===== src/rtl/fnd_pkg.sv =====
package fnd_pkg;

    // Sequencer states
    typedef enum logic [1:0] {
        ST_IDLE   = 2'd0,
        ST_WIDE   = 2'd1,
        ST_NARROW = 2'd2
    } fnd_state_e;

    // log2 of the low prescaler modulus (4)
    localparam int PRE_LOG = 2;

endpackage


===== src/rtl/fnd_prescaler.sv =====
module fnd_prescaler #(
    parameter int PRE_LOG = 2
) (
    input  logic clk,
    input  logic rst_n,
    input  logic run,
    input  logic restart,
    input  logic wide,
    output logic tick
);
    localparam int CNT_W = PRE_LOG + 1;
    localparam logic [CNT_W-1:0] LAST_LO = CNT_W'((1 << PRE_LOG) - 1);
    localparam logic [CNT_W-1:0] LAST_HI = CNT_W'(1 << PRE_LOG);

    logic [CNT_W-1:0] cnt_q;
    logic [CNT_W-1:0] last_v;

    always_comb begin
        last_v = wide ? LAST_HI : LAST_LO;
        tick   = run && (cnt_q == last_v);
    end

    always_ff @(posedge clk or negedge rst_n) begin
        if (!rst_n) begin
            cnt_q <= '0;
        end else if (restart || tick) begin
            cnt_q <= '0;
        end else if (run) begin
            cnt_q <= cnt_q + CNT_W'(1);
        end
    end
endmodule


===== src/rtl/fnd_frac_acc.sv =====
module fnd_frac_acc #(
    parameter int N_W   = 6,
    parameter int MOD_W = 12
) (
    input  logic             clk,
    input  logic             rst_n,
    input  logic             load,
    input  logic [N_W-1:0]   n_in,
    input  logic [MOD_W-1:0] frac_in,
    input  logic [MOD_W-1:0] mod_in,
    output logic [N_W:0]     next_div
);
    localparam int DIV_W = N_W + 1;

    logic [MOD_W-1:0] acc_q, frac_q, mod_q;
    logic [MOD_W-1:0] acc_base;
    logic [MOD_W:0]   sum_v;
    logic             carry;
    logic [MOD_W-1:0] acc_d;

    always_comb begin
        acc_base = ((frac_in != frac_q) || (mod_in != mod_q)) ? '0 : acc_q;
        sum_v    = {1'b0, acc_base} + {1'b0, frac_in};
        carry    = (sum_v >= {1'b0, mod_in});
        acc_d    = carry ? MOD_W'(sum_v - {1'b0, mod_in}) : sum_v[MOD_W-1:0];
        next_div = {1'b0, n_in} + DIV_W'(carry);
    end

    always_ff @(posedge clk or negedge rst_n) begin
        if (!rst_n) begin
            acc_q  <= '0;
            frac_q <= '0;
            mod_q  <= '0;
        end else if (load) begin
            acc_q  <= acc_d;
            frac_q <= frac_in;
            mod_q  <= mod_in;
        end
    end
endmodule


===== src/rtl/fnd_swallow_fsm.sv =====
module fnd_swallow_fsm
    import fnd_pkg::*;
#(
    parameter int DIV_W   = 7,
    parameter int PRE_LOG = 2
) (
    input  logic             clk,
    input  logic             rst_n,
    input  logic             tick,
    input  logic [DIV_W-1:0] next_div,
    output logic             run,
    output logic             wide,
    output logic             load,
    output logic             pulse
);
    localparam int PER_W = DIV_W - PRE_LOG;

    fnd_state_e          state_q, state_d;
    logic [PER_W-1:0]    periods_q, periods_d;
    logic [PRE_LOG-1:0]  swallow_q, swallow_d;
    logic                last_period;

    // Next-state and counter logic
    always_comb begin
        state_d   = state_q;
        periods_d = periods_q;
        swallow_d = swallow_q;
        if (load) begin
            periods_d = next_div[DIV_W-1:PRE_LOG];
            swallow_d = next_div[PRE_LOG-1:0];
            state_d   = (|next_div[PRE_LOG-1:0]) ? ST_WIDE : ST_NARROW;
        end else if (tick) begin
            periods_d = periods_q - PER_W'(1);
            unique case (state_q)
                ST_WIDE: begin
                    swallow_d = swallow_q - PRE_LOG'(1);
                    if (swallow_q == PRE_LOG'(1)) state_d = ST_NARROW;
                end
                ST_NARROW: state_d = ST_NARROW;
                ST_IDLE:   state_d = ST_IDLE;
                default:   state_d = ST_IDLE;
            endcase
        end
    end

    // State register
    always_ff @(posedge clk or negedge rst_n) begin
        if (!rst_n) begin
            state_q   <= ST_IDLE;
            periods_q <= '0;
            swallow_q <= '0;
        end else begin
            state_q   <= state_d;
            periods_q <= periods_d;
            swallow_q <= swallow_d;
        end
    end

    // Outputs
    always_comb begin
        last_period = (periods_q == PER_W'(1));
        run   = 1'b0;
        wide  = 1'b0;
        pulse = 1'b0;
        load  = 1'b0;
        unique case (state_q)
            ST_IDLE: begin
                load = 1'b1;
            end
            ST_WIDE: begin
                run   = 1'b1;
                wide  = 1'b1;
                pulse = tick && last_period;
                load  = tick && last_period;
            end
            ST_NARROW: begin
                run   = 1'b1;
                pulse = tick && last_period;
                load  = tick && last_period;
            end
            default: load = 1'b1;
        endcase
    end
endmodule


===== src/rtl/fnd_divider.sv =====
module fnd_divider #(
    parameter int N_W   = 6,
    parameter int MOD_W = 12
) (
    input  logic             clk,
    input  logic             rst_n,
    input  logic [N_W-1:0]   n_div,
    input  logic [MOD_W-1:0] frac,
    input  logic [MOD_W-1:0] modulus,
    output logic             div_pulse,
    output logic             pre_tick
);
    localparam int DIV_W = N_W + 1;
    localparam int P_LOG = fnd_pkg::PRE_LOG;

    logic             run, wide, load, tick, pulse;
    logic [DIV_W-1:0] next_div;

    fnd_frac_acc #(.N_W(N_W), .MOD_W(MOD_W)) u_acc (
        .clk(clk), .rst_n(rst_n), .load(load),
        .n_in(n_div), .frac_in(frac), .mod_in(modulus),
        .next_div(next_div)
    );

    fnd_prescaler #(.PRE_LOG(P_LOG)) u_pre (
        .clk(clk), .rst_n(rst_n), .run(run), .restart(load),
        .wide(wide), .tick(tick)
    );

    fnd_swallow_fsm #(.DIV_W(DIV_W), .PRE_LOG(P_LOG)) u_fsm (
        .clk(clk), .rst_n(rst_n), .tick(tick), .next_div(next_div),
        .run(run), .wide(wide), .load(load), .pulse(pulse)
    );

    assign div_pulse = pulse;
    assign pre_tick  = tick;
endmodule


===== config.mk =====
export PLATFORM = sky130hd
export DESIGN_NAME = fnd_divider
export DESIGN_NICKNAME = d
export VERILOG_FILES = /design/src/rtl/fnd_pkg.sv /design/src/rtl/fnd_prescaler.sv /design/src/rtl/fnd_frac_acc.sv /design/src/rtl/fnd_swallow_fsm.sv /design/src/rtl/fnd_divider.sv
export SDC_FILE = /design/constraint.sdc
export NUM_CORES = 1
export LEC_CHECK = 0
export ABC_AREA = 1
export BUFFER_PORTS_ARGS = -buffer_cell sky130_fd_sc_hd__buf_2
export CORE_ASPECT_RATIO = 0.9
export CORE_UTILIZATION = 35
export CTS_BUF_LIST = sky130_fd_sc_hd__clkbuf_4
export CTS_CLUSTER_SIZE = 25
export DETAILED_ROUTE_END_ITERATION = 6
export GPL_TIMING_DRIVEN = 0
export PLACE_DENSITY = 0.57
export REMOVE_ABC_BUFFERS = 1
export SETUP_SLACK_MARGIN = 0.05
export SLEW_MARGIN = 40
export SYNTH_ARGS = -nofsm -noshare
export SYNTH_HDL_FRONTEND = slang
export SYNTH_SLANG_ARGS = --single-unit

===== constraint.sdc =====
create_clock -name clk -period 13.52 [get_ports clk]
set_input_delay 2.704 -clock clk [delete_from_list [all_inputs] [get_ports clk]]
set_output_delay 2.704 -clock clk [all_outputs]
set_load 0.01 [all_outputs]

Yosys cells after proc, flatten, opt, wreduce, memory -nomap -nowiden --
Index checks and enable logic that the tools add are counted. Widths: inputs -> output; s select.
Operators by class: $add $sub $neg 6, $lt $le $gt $ge 1, equality and inequality tests 8, mux-type cells 19, reductions and logical operators 11
Operators with widths (count):
- $mux 12 | 2
- $ne 12x12->1 | 2
- $mux 2 | 7
- $add 12x12->13 | 1
- $ge 13x12->1 | 1
- $sub 12x12->12 | 1
- $mux 5 | 2
- $mux 3 | 3
- $add 6x1->7 | 1
- $reduce_bool 2->1 | 3
- $eq 5x1->1 const B | 1
- $sub 5x1->5 const B | 1
- $eq 2x1->1 const B | 2
- $mux 1 | 4
- $pmux 2 s2 | 1
- $reduce_and 2->1 | 2
- $reduce_or 2->1 | 2
- $add 3x1->3 const B | 1
- $eq 3x3->1 | 1
- $ne 3x2->1 const B | 1
- $eq 2x2->1 const B | 1
- $logic_and 1x1->1 | 2
- $logic_or 1x1->1 | 2
- $sub 2x1->2 const B | 1
Storage, ports and cells: flip-flop bits (word level) 48, output and inout port bits 2, logic and storage cells 52

Longest topological paths before layout --
Gate-level depths: netlist of the first run.
depth after elaboration 9, mapped depth 35

By module --
A second synthesis of the first run with hierarchy kept.
Unflattened totals: cell total of the unflattened synthesis 618, area total of the unflattened synthesis 4194.0 um2
By module, submodules not included:
- fnd_frac_acc | times used 1, cells each 508, area each 3360.7 um2, seq. area each 900.9 um2
- fnd_swallow_fsm | times used 1, cells each 83, area each 640.6 um2, seq. area each 225.2 um2
- fnd_prescaler | times used 1, cells each 27, area each 192.7 um2, seq. area each 75.1 um2

Worst setup path before layout of the first run --
OpenSTA, ideal clock, no wires.
kind input to register, start point in frac[9], end point reg u_fsm.periods_q[2], setup time 0.126 ns, arrival 6.708 ns, required time 13.394 ns, setup slack 6.686 ns, stages 33, path through xnor2_1 -> nand2_1 -> nor4_1 -> nand3_1 -> buf_2 -> nor2_1 -> ha_1 -> inv_1 -> fa_1 -> inv_1 -> nand3_1 -> nand3_1 -> nand2_1 -> nand2_1 -> xor2_1 -> inv_1 -> ha_1 -> nand2_1 -> a21oi_1 -> nor2_1 -> nand3_2 -> nand2_1 -> nand2_1 -> nand2_2 -> nand2_4 -> buf_12 -> ha_1 -> ha_1 -> nand3_1 -> xor2_1 -> nand2_1 -> nand3_1 -> o21ai_0
Between the ends: cells in the longest elaborated chain, start to end 7
Ends and longest elaborated chain:
- start: declaration | line fnd_divider.sv:8 | input logic [MOD_W-1:0] frac,
- $ne 12x12->1 | line fnd_frac_acc.sv:22 | acc_base = ((frac_in != frac_q) || (mod_in != mod_q)) ? '0 : acc_q;
- $logic_or 1x1->1 | line fnd_frac_acc.sv:22
- $mux 12 | line fnd_frac_acc.sv:22
- $add 12x12->13 * | line fnd_frac_acc.sv:23 | sum_v = {1'b0, acc_base} + {1'b0, frac_in};
- $ge 13x12->1 * | line fnd_frac_acc.sv:24 | carry = (sum_v >= {1'b0, mod_in});
- $add 6x1->7 * | line fnd_frac_acc.sv:26 | next_div = {1'b0, n_in} + DIV_W'(carry);
- $mux 5 * | line fnd_swallow_fsm.sv:28 | if (load) begin
- end signal: assignment | line fnd_swallow_fsm.sv:54 | periods_q <= periods_d;
- end: declaration | line fnd_swallow_fsm.sv:19 | logic [PER_W-1:0] periods_q, periods_d;
Every way passes the cells marked *; elsewhere a longest branch is shown, timed or not. A chain may end at the register's enable or synchronous reset.

Worst setup path in the final report of the first run --
Same ends and word-level chain as after synthesis.

==> run summary, run 1 <==
The flow ran to the end, and the final reports show no timing, DRC or antenna violations. CTS placed an instance of clkbuf_4 at the clock tree root. The highest layer touched by signal routing is met4. The post-synthesis instance area came out at ~4100 um2.

The number of antenna violations at the first check in global routing is 0. The number of top-level pins came out at 34. The number of H-tree levels is 2. The final routed wire length divided by cell count is roughly 12 um. During synthesis, Yosys emitted a total of 0 warnings. Input and output buffers added on the ports amount to 33.

The worst clock skew is 0.0187 ns. The kind of launch point of the worst setup path is an input pin. The area growth from synthesis to layout came out at 6.94%. The cell occurring most often along the worst timing path is nand2_1. In this run the most critical hold path is launched from u_pre.cnt_q[0]. The headroom to the max-slew limit is 0.569. For this run, the detailed router's first-pass iteration total came to 4. The static leakage power is around 0.0025 uW. The met3 layer wire length in the routed design came out at slightly below 300 um. The number of hold buffers added after CTS was 0. The number of antenna diodes is 0. The largest area contributor in the netlist is dfrtp_1. The height of the chip came out at between 100 and 150 um. The maximum vdd ir drop is approximately 0.095 mV. The placed cell count came out at ~780. The post-route fraction of the period consumed by the critical path came out at 0.596. For this configuration, the core starts out at a cell density of 0.359. For the worst setup path, the data arrival time is about 8.4 ns. The accumulated negative setup slack is 0 ns. The number of buffers created by CTS is 5. TritonCTS built the clock tree.

The detailed router finished its first iteration with 242 violations. The routability congestion estimate from global placement is between 0.8 and 0.9. Along the worst path, the maximum fanout reaches 13. The number of filler cells placed in the layout came out at approximately 1300.

The category of the critical setup timing path is input pin to register. The worst register-to-register path begins at u_acc.frac_q[8]. The total DRC errors in the routed layout came out at 0.

Summing over every cut layer, the via total after detailed routing is 3663. The delay contributed by the slowest stage of the critical path is 0.61 ns. In the layout the commonest cells are 199 x nand2_1, 101 x inv_1, 49 x nand3_1.

The actual slew at the worst max-slew pin is 0.640 ns. The ratio of total power to cell area is 169 nW/um2. After layout, the minimum clock period comes to between 8 and 9 ns. The maximum operating frequency came out at between 0.1 and 0.15 GHz. The global-route total usage across every layer is 0.172. The number of pins with negative max-slew slack in the final report was 0. Across the whole layout, storage elements account for approximately 1200 um2. Entering global routing, the biggest net connects 60 pins.

The detailed-placement wirelength estimate is around 7500 um. Setup repair after global routing left no endpoint under its margin. The number of maximum-capacitance violations is 0.

The post-detailed-routing wire length is between 9000 and 10000 um. The area of the core region is roughly 11000 um2. The count of non-filler cells in the finished layout came out at between 700 and 800. The clock transition at the register clock pins on the worst setup and hold paths after CTS came out at 0.14 ns. The overall overflow remaining after global route came out at 0. The clock passes through at most 2 buffers. The buffer count from post-CTS setup fixing is 0. The die area came out at 12200 um2. The horizontal die dimension is between 100 and 150 um. The min-delay analysis places its worst path in the category register to register. The library cell used most frequently in the layout, excluding fill and tap cells, is nand2_1. The number of endpoints with negative hold slack in the final report is 0. Synthesis inferred 48 register bits. The first-pass GRT wire length came out at 16400 um. In the post-synthesis netlist, the biggest area contributors are dfrtp_1 29%, nand2_1 18%, ha_1 9.4%. The total design power is between 700 and 800 uW. The share of the synthesized area in the top cell type came out at 0.292. The number of gates given a new drive strength after cts came out at 0.

The count of antenna-violating nets left after detailed routing came out at 0. The element type at the critical path end is a register. The average cell area after synthesis is between 6 and 7 um2. Summed over all nets, wire length on met2 after detailed routing comes to about 4100 um.

The count of final setup violators came out at 0. The total number of nets in the final design came out at 697. After technology mapping, the gate count stands at 606. The number of library cell types mapped by synthesis came out at 33. The average via count per standard cell came out at ~4.6.

For this design, the sink count on the clock tree is 48. For this design, the slowest cell found on the critical path is nor4_1. The multi-input gate area in the final layout came out at 2390 um2. In the final routing, the length of wire on met1 measures approximately 5200 um. The sequential cell area fraction in the yosys report came out at 0.292.

The most critical setup path has its startpoint at frac[9]. The number of global-route vias before repair was about 3500. The floorplan has 37 rows. The endpoint required time on the critical path came out at approximately 14 ns. The later-pin clock latency in the skew report came out at between 0.4 and 0.5 ns. The share of cells above drive strength 1 is 0.0981.
[where the power goes]
part	leakage, uW	internal, uW	switching [uW]
clock	0.0000271	19.1	52.7
combinational	0.00187	138	275
sequential	0.000585	220	39.3
[synth_stat cells]
library cell / count
nand2_1: 199
inv_1: 101
nand3_1: 49
dfrtp_1: 48
nor2_1: 38
ha_1: 31
xnor2_1: 20
o21ai_0: 18
xor2_1: 15
a21oi_1: 13
nand4_1: 13
o21ai_1: 11
buf_6: 6
buf_2: 5
nand2_2: 5
nor2_2: 4
inv_2: 3
nor4_1: 3
or2_2: 3
a21oi_2: 2
buf_4: 2
fa_1: 2
nand2_4: 2
nand3_2: 2
nor3_1: 2
o21bai_1: 2
a21boi_1: 1
a21o_1: 1
a21oi_4: 1
a22oi_1: 1
a31oi_1: 1
buf_12: 1
o22ai_1: 1
[metal layers]
metal,vias up,track usage
met3,8,0.0267
met1,1663,0.257
met5,-,0
met2,53,0.258
met4,0,0.0375
li1,1939,-
[logic make-up (layout without fill, tap and decap cells)]
kind of cell / Yosys count / in the layout / synth area share
AND/OR/NAND/NOR: 320 / 320 / 0.332
XOR/XNOR: 35 / 35 / 0.0746
flip-flops: 48 / 48 / 0.292
AO/OA/AOI/OAI: 52 / 52 / 0.0715
adder cells (fa/ha/maj): 33 / 33 / 0.104
buffers and inverters: 118 / 144 / 0.126
[sequential cells by signal, indices dropped and copies added, names as in the netlist]
register / cells
u_acc.acc_q: 12
u_acc.frac_q: 12
u_acc.mod_q: 12
u_fsm.periods_q: 5
u_pre.cnt_q: 3
u_fsm.state_q: 2
u_fsm.swallow_q: 2
[worst max-delay path: cells and delay by family]
family | cells | cell delay, ns
and+or+nand+nor | 18 | 3.05
adders and majority gates | 5 | 1.44
xor gates and xnor gates | 3 | 0.60
buffers and inverters | 4 | 0.37
AOI/OAI and AO/OA | 2 | 0.14
[final timing paths]
| check | to | slack, ns | depth (start not counted) |
|---|---|---|---|
| worst min register to register | u_pre.cnt_q[0] | 0.48 | 1 |
| worst min-delay path | u_pre.cnt_q[0] | 0.48 | 1 |
| min in group asynchronous | u_fsm.periods_q[4] | 2.30 | 1 |
| max in group asynchronous | u_acc.mod_q[5] | 10.79 | 1 |
| worst max register to register | u_fsm.periods_q[2] | 7.42 | 31 |
| worst max-delay path | u_fsm.periods_q[2] | 5.46 | 32 |
[cell type report]
| cell class | instances | area share |
|---|---|---|
| clock inverter | 2 | 0.00285 |
| timing repair buffer | 33 | 0.0381 |
| multi-input combinational | 440 | 0.544 |
| inverter | 104 | 0.0888 |
| sequential | 48 | 0.273 |
| clock buffer | 5 | 0.00854 |
| tap | 156 | 0.0444 |
[per-stage QoR]
stage / instance area [um2] / hold slack (ns) / utilization / setup slack, ns
after CTS: 4400 / 0.482 / 0.384 / 5.42
after global routing: 4400 / 0.508 / 0.384 / 4.88
after detailed placement: 4350 / 0.463 / 0.380 / 5.01
after global placement: 4340 / 0.451 / 0.380 / 4.95
after floorplan: 3980 / 0.432 / - / 6.59
final: 4400 / 0.476 / 0.384 / 5.46
Note: power is estimated with default switching activity, not from simulation.
==> inputs of run 2 (changes only) <==
ABC_AREA = 0   (was 1)
PLACE_DENSITY = 0.6   (was 0.57)
clock period = 7.2 ns   (was 13.52 ns; I/O delays follow)
==> run summary, run 2 <==
The clock transition at the register clock pins on the worst setup and hold paths after CTS is between 0.15 and 0.2 ns. The detailed-placement wirelength estimate came out at between 7000 and 8000 um. The routability congestion estimate from global placement came out at between 0.8 and 0.9. The clock net in this run drives a total of 48 sinks.

The post-synthesis instance total came out at between 400 and 500. The worst hold-check path type is register to register. The category of the critical setup timing path is input pin to register. The area of the core region came out at 10400 um2. The total DRC errors in the routed layout came out at 4. The actual slew at the worst max-slew pin is 0.811 ns. In the routed layout, each cell is associated on average with a via count of around 5.4. The later-pin clock latency in the skew report is 0.39 ns.

The number of H-tree levels came out at 2. The worst hold path begins at u_acc.frac_q[4]. The count of non-filler cells in the finished layout came out at about 610. The delay contributed by the slowest stage of the critical path came out at between 0.4 and 0.5 ns. The worst-path maximum fanout came out at 9. The post-synthesis async set-or-reset flop share is 1.00. The headroom to the max-slew limit is 0.452.

For this design the static power due to leakage is between 0.002 and 0.0025 uW. The worst setup path is captured at a register. The synthesized design contains 0 enable-type register cells. The detailed router put a total of between 4000 and 5000 um of wire on met1. Subtracting the final worst setup slack from the clock period gives just under 7 ns. In the post-synthesis netlist, the biggest area contributors are dfrtp_1 32%, ha_1 10%, nand2_1 7.0%. The maximum vdd ir drop came out at between 0.2 and 0.25 mV. The die is around 100 um tall.

The cell type of the slowest stage on the worst timing path is nor4_2. The area growth from synthesis to layout came out at 13.1%. In the final routed layout, each cell accounts on average for about 16 um. In this run the clock root is driven by a clkbuf_4. The die area is between 10000 and 15000 um2. The overall overflow remaining after global route is 0. Max-cap violations in this run came to 0.

The initial core utilization is 0.364. In the final layout, the registers with the most flip-flops are u_acc.acc_q x12, u_acc.frac_q x12, u_acc.mod_q x12. The checks that failed: DRC. The worst clock skew came out at between 0.02 and 0.03 ns. The top cell types in the final layout, fill and taps aside, are 70 x nand2_1, 48 x dfrtp_1, 32 x buf_2.

The number of antenna violations at the first check in global routing came out at 0. The number of pins with negative max-slew slack in the final report came to 0. The maximum operating frequency is 0.146 GHz. The combined buffer and inverter count along the critical path came out at 3. After synthesis the cells add up to approximately 3800 um2. The number of endpoints with negative hold slack in the final report was 0. In this run the mean area of a mapped cell was between 8 and 9 um2. The share of cells above drive strength 1 came out at 0.128. After detailed routing, no signal wire sits above met4. The most used flip-flop cell after synthesis is dfrtp_1. In this run the horizontal extent of the chip is about 110 um.

The number of core rows is 35. The clock passes through at most 2 buffers. The kind of launch point of the worst setup path is an input pin. Entering global routing, the biggest net connects about 50 pins. Setup repair after global routing left no endpoint under its margin. The post-detailed-routing wire length is 9560 um. The global-route total usage across every layer came out at 0.177.

The accumulated negative setup slack is 0 ns. The sequential cell area fraction in the yosys report is 0.318. The critical path starts at frac[4].

The met3 layer wire length in the routed design is 253 um. The length of the first detailed-routing pass in iterations came out at 7. The count of final setup violators came out at 0. The placed cell count is approximately 600.

Among all cell types in the netlist, the one instantiated most often is nand2_1. The count of synthesis-stage warnings from yosys came out at 0. The source of the worst register-to-register timing path is u_acc.frac_q[4]. The flow ran to the end, but the final reports show violations. The share of the synthesized area in the top cell type is 0.318. The first-pass GRT wire length is 15800 um. By count the netlist is led by 70 x nand2_1, 48 x dfrtp_1, 31 x ha_1, 31 x o21ai_0, 29 x inv_1. Among the stages of the critical path, the cell type that occurs most often is ha_1. The routed layout has roughly 3300 vias. The number of library cell types mapped by synthesis came out at 58. TritonCTS created 5 clock buffers. The total length of routed met2 wires is 4360 um.

The count of nets left with antenna violations once routing finished came out at 0. At the worst endpoint, the required time is around 7.5 ns. The critical path arrival came out at 7.12 ns. The largest area contributor in the netlist is dfrtp_1. The number of antenna diodes came out at 0. The TritonCTS clock tree is built. The cell family with the largest share of critical-path delay is simple AND/OR/NAND/NOR gates.

The ratio of total power to cell area came out at 355 nW/um2. Dividing the final minimum period by the clock period gives 0.950. The most common library cell in the layout ignoring fill and taps is nand2_1. The number of register bits inferred by synthesis is 48. The net count of the finished layout is 547. The number of top-level pins came out at 34. The starting DRC count in detailed routing is between 150 and 200. The quantity of I/O buffers inserted on ports is 33.

The number of global-route vias before repair is ~3200.
[run 2: cell types whose count changed after synthesis, moves of 6 or more]
| cell | delta |
|---|---|
| nand2_1 | -129 |
| o21ai_1 | -9 |
| inv_1 | -72 |
| o21a_1 | +7 |
| nor2_1 | -16 |
| o211ai_1 | +10 |
| clkbuf_1 | +8 |
| buf_6 | -6 |
| o21ai_0 | +13 |
| a211oi_1 | +6 |
| nand3_1 | -41 |
| and2_1 | +16 |
| nand4_1 | -6 |
[run 2: cells by family after synthesis]
group | share of synthesized area
AOI/OAI and AO/OA | 0.212
xor gates and xnor gates | 0.0928
adders and majority gates | 0.113
buffers and inverters | 0.0468
DFF | 0.318
muxes | 0.00298
and+or+nand+nor | 0.214
[run 2: routing by layer]
| layer | up-vias | global-route usage |
|---|---|---|
| li1 | 1669 | - |
| met4 | 0 | 0.0561 |
| met3 | 13 | 0.0222 |
| met5 | - | 0 |
| met2 | 60 | 0.295 |
| met1 | 1581 | 0.241 |
[run 2: final cells by class]
cell class | count | area (um2)
clock buffers | 5 | 37.5
multi-input cells | 358 | 2440
inverters | 29 | 109
repair buffers | 40 | 251
well taps | 129 | 161
fillers | 1049 | 6110
clock inverters | 3 | 68.8
flip-flops and latches | 48 | 1200
[run 2: tightest hold or removal path: cells and delay by family (launching register included)]
kind             cells  cell delay, ns
AND/OR/NAND/NOR      2            0.10
flip-flops           1            0.39
[run 2: what timing repair did]
item,CTS,global route
hold buffers,0,0
gates cloned,0,1
buffers inserted,0,4
resized for setup,2,3
pin swaps,0,3
endpoints found under the setup margin,8,8
[run 2: report_power, final]
part	total [uW]	leakage [uW]	internal (uW)	switching, uW
clock	207	0.0000558	109	97.9
combinational	808	0.00139	334	474
sequential	500	0.000579	413	86.8
total	1510	0.00202	856	659
[run 2: path summary, 6_finish.rpt]
check	cells past startpoint	slack (ns)	endpoint
hold / removal	2	0.51	u_acc.frac_q[4]
setup / recovery	27	0.36	u_fsm.periods_q[4]
hold reg to reg	2	0.51	u_acc.frac_q[4]
max in group asynchronous	1	5.71	u_acc.frac_q[10]
setup reg to reg	26	1.10	u_fsm.periods_q[4]
min in group asynchronous	1	1.02	u_acc.mod_q[7]
[run 2: per-stage QoR]
stage	cell area, um2	hold slack, ns	worst slack (ns)	util	power (uW)
final	4270	0.506	0.361	0.411	1510
after global routing	4270	0.526	0.0586	0.411	1660
after CTS	4220	0.502	0.0699	0.407	1530
after global placement	4030	0.461	-1.20	0.389	1220
after floorplan	3710	0.439	0.814	-	1040
after detailed placement	4100	0.475	-0.705	0.395	1310
==> inputs of run 3 (changes only) <==
SYNTH_HIERARCHICAL = 1   (was not set)
==> run summary, run 3 <==
The number of library cell types mapped by synthesis is 50. The completed layout was analyzed and its total power is between 1000 and 1500 uW. Summing over every cut layer, the via total after detailed routing is roughly 2800. The share of cells above drive strength 1 is 0.215. The height of the chip came out at 99.6 um. The largest registers in the layout are u_acc/acc_q x12, u_acc/frac_q x12, u_acc/mod_q x12.

The post-synthesis instance total came out at 375. The static leakage power came out at between 0.0015 and 0.002 uW. The area growth from synthesis to layout is 11.6%. The count of antenna-violating nets left after detailed routing came out at 0. Among all flip-flop cells after synthesis, the most frequent one is dfrtp_1. The average cell area after synthesis came out at roughly 9.9 um2. The first-pass GRT wire length is about 13000 um. The actual slew at the worst max-slew pin is 0.645 ns.

The post-detailed-routing wire length came out at between 8000 and 9000 um. The number of endpoints with negative hold slack in the final report came out at 0. The length of the first detailed-routing pass in iterations is 4.

Data on the critical path arrives at its endpoint at 7.02 ns. The post-route fraction of the period consumed by the critical path is 0.937. The worst clock skew came out at 0.0116 ns.

Setup violations remaining at the end of the flow were counted as 0. The slowest stage of the critical path belongs to the cell nor4_2. The internal reg-to-reg setup slack came out at 1.24 ns.

The floorplan step defined a die boundary enclosing approximately 11000 um2. The synthesized design contains 48 register bits. The finished layout holds 542 standard cells, fillers aside. By instance count, the cell type seen most on the critical path is ha_1. The routability congestion estimate from global placement is between 0.8 and 0.9. The number of antenna diodes is 0.

The count of synthesis-stage warnings from yosys came out at 6. The sequential cell area fraction in the yosys report came out at 0.325. The initialized floorplan defines 35 standard-cell rows. The mapped netlist covers approximately 3700 um2. The deepest clock path buffer count is 2. The horizontal die dimension is approximately 110 um. The end point of the critical path is u_fsm/periods_q[4]. The share of the synthesized area in the top cell type came out at 0.325. The area of the core region is between 10000 and 15000 um2. Setup repair after global routing left no endpoint under its margin. The overall overflow remaining after global route came out at 0. The hold buffer count at CTS came out at 0.

STA classifies the critical path endpoint as a register. The clock tree synthesis step divided the H-tree into 2 levels. The total number of nets in the final design is between 400 and 500. The worst register-to-register path ends at u_fsm/periods_q[4].

The placed cell count came out at about 530. The number of top-level pins came out at 34. The source of the worst register-to-register timing path is u_acc/mod_q[10]. The ratio of total power to cell area came out at approximately 310 nW/um2. Counting flops with a built-in enable in the synthesized netlist gives 0. The number of antenna violations at the first check in global routing came to 0. The initial core utilization came out at 0.361. The average via count per standard cell is about 5. The final routed wire length divided by cell count came out at 14.8 um. The maximum vdd ir drop is 0.161 mV. The path class of the tightest hold or removal check is register to register. The final critical-path required period is around 6.7 ns. The path depth of the worst reg2reg path is 24. Summed over all failing endpoints, the final setup total negative slack is 0 ns.

The detailed-placement wirelength estimate is just over 6000 um. The cell sitting at the root of the clock tree is a clkbuf_4. The number of maximum-capacitance violations came out at 0.

The critical path in this run is classified as input pin to register. Ranked by total cell area, the synthesized netlist is headed by dfrtp_1 32%, ha_1 10%, mux2_2 10%. The headroom to the max-slew limit is 0.570. The TritonCTS clock tree is built.

The starting DRC count in detailed routing is 92. The largest net degree at the start of global routing is between 40 and 50. The flow ran to the end, and the final reports show no timing, DRC or antenna violations. The number of global-route vias before repair came out at approximately 2700. The number of pins with negative max-slew slack in the final report came out at 0. The maximum operating frequency came out at 0.148 GHz. The timing startpoint of the critical path is modulus[10]. The quantity of I/O buffers inserted on ports is 33.

The commonest cells after synthesis are 48 x dfrtp_1, 34 x mux2_2, 31 x ha_1. STA puts the critical path data required time at 7.47 ns. The clock transition at the register clock pins on the worst setup and hold paths after CTS came out at around 0.15 ns.

The number of buffers created by CTS came out at 5. CTS saw 48 sinks. For the worst-skew pair, the clock arrives at the later sink with an insertion delay of roughly 0.37 ns. The largest total area in the synthesized netlist belongs to dfrtp_1. STA classifies the critical path startpoint as an input pin. By instance count, the leading cell after synthesis is dfrtp_1. The worst-path maximum fanout is 5. Leaving out fill and tap cells, the most frequent cell in the layout is dfrtp_1. The total DRC errors in the routed layout came out at 0. The global-route total usage across every layer is 0.153. The delay contributed by the slowest stage of the critical path came out at roughly 0.53 ns.

The library cells used most frequently in the layout, excluding fill and tap cells, are 48 x dfrtp_1, 34 x mux2_2, 32 x buf_2. The post-synthesis async set-or-reset flop share is 1.00.
==> run 3: cell count changes after synthesis, moves of 4 or more <==
cell,previous run,this run
clkbuf_1,8,3
or3_1,4,0
a21oi_1,16,21
mux2i_1,0,11
buf_2,6,0
xor2_1,20,26
mux2_2,1,34
xnor2_1,20,24
nand2_1,70,13
and2_1,16,9
o211ai_1,10,0
o21ai_0,31,7
==> run 3: worst min-delay path by stage <==
stage	startpoint	endpoint	slack, ns	depth (start not counted)
6_report	u_acc/acc_q[0]	u_acc/acc_q[0]	0.52	1
5_1_grt	u_acc/acc_q[0]	u_acc/acc_q[0]	0.55	1
4_1_cts	u_acc/acc_q[0]	u_acc/acc_q[0]	0.52	1
3_5_place_dp	u_acc/acc_q[0]	u_acc/acc_q[0]	0.49	1
3_3_place_gp	u_acc/acc_q[0]	u_acc/acc_q[0]	0.48	1
2_1_floorplan	u_acc/acc_q[0]	u_acc/acc_q[0]	0.47	1
==> run 3: critical path, delay by kind of cell <==
family	cells	cell delay [ns]
mux	1	0.26
simple gates	8	1.72
xor+xnor	2	0.37
compound gates	6	1.61
fa+ha+maj	5	1.37
buf+inv	3	0.25
==> run 3: metrics by stage <==
step | hold slack (ns) | setup WS [ns] | util | cell area (um2)
after detailed placement | 0.489 | -0.614 | 0.393 | 4020
after global placement | 0.485 | -1.22 | 0.389 | 3990
final | 0.519 | 0.456 | 0.403 | 4130
after floorplan | 0.472 | 0.713 | - | 3660
after global routing | 0.550 | 0.165 | 0.403 | 4130
after CTS | 0.522 | 0.147 | 0.402 | 4120
==> run 3: layout make-up <==
type	count	area, um2
clock buffer	5	37.5
clock inverter	3	42.5
fill	1059	6120
inverter	30	115
multi-input combinational	290	2360
sequential	48	1200
tap	129	161
timing repair buffer	37	210
==> run 3: timing repair <==
item | in CTS | in global routing
gates resized for setup | 2 | 0
endpoints found under the hold margin | 0 | 0
gates cloned | 0 | 0
endpoints found under the setup margin | 8 | 7
pin swaps | 0 | 2
setup buffers | 0 | 2
==> run 3: cell families after synthesis <==
family                     count (synthesis)  synth area share
adders and majority gates                 33             0.116
AOI/OAI and AO/OA                         65             0.125
buffers and inverters                     37            0.0416
muxes                                     45             0.133
DFF                                       48             0.325
and+or+nand+nor                           97             0.141
xor gates and xnor gates                  50             0.118
==> run 3: metal layers <==
layer | GRT usage | vias up | wire [um]
met5 | 0 | - | 0
met4 | 0.0344 | 0 | 104
met3 | 0.0308 | 6 | 391
met2 | 0.256 | 70 | 3720
met1 | 0.203 | 1299 | 3830
li1 | - | 1410 | -
==> run 3: power breakdown <==
group	internal (uW)	switching, uW	leakage, uW
Clock	72.8	92.4	0.0000428
Sequential	407	84.0	0.000563
Combinational	326	310	0.00130
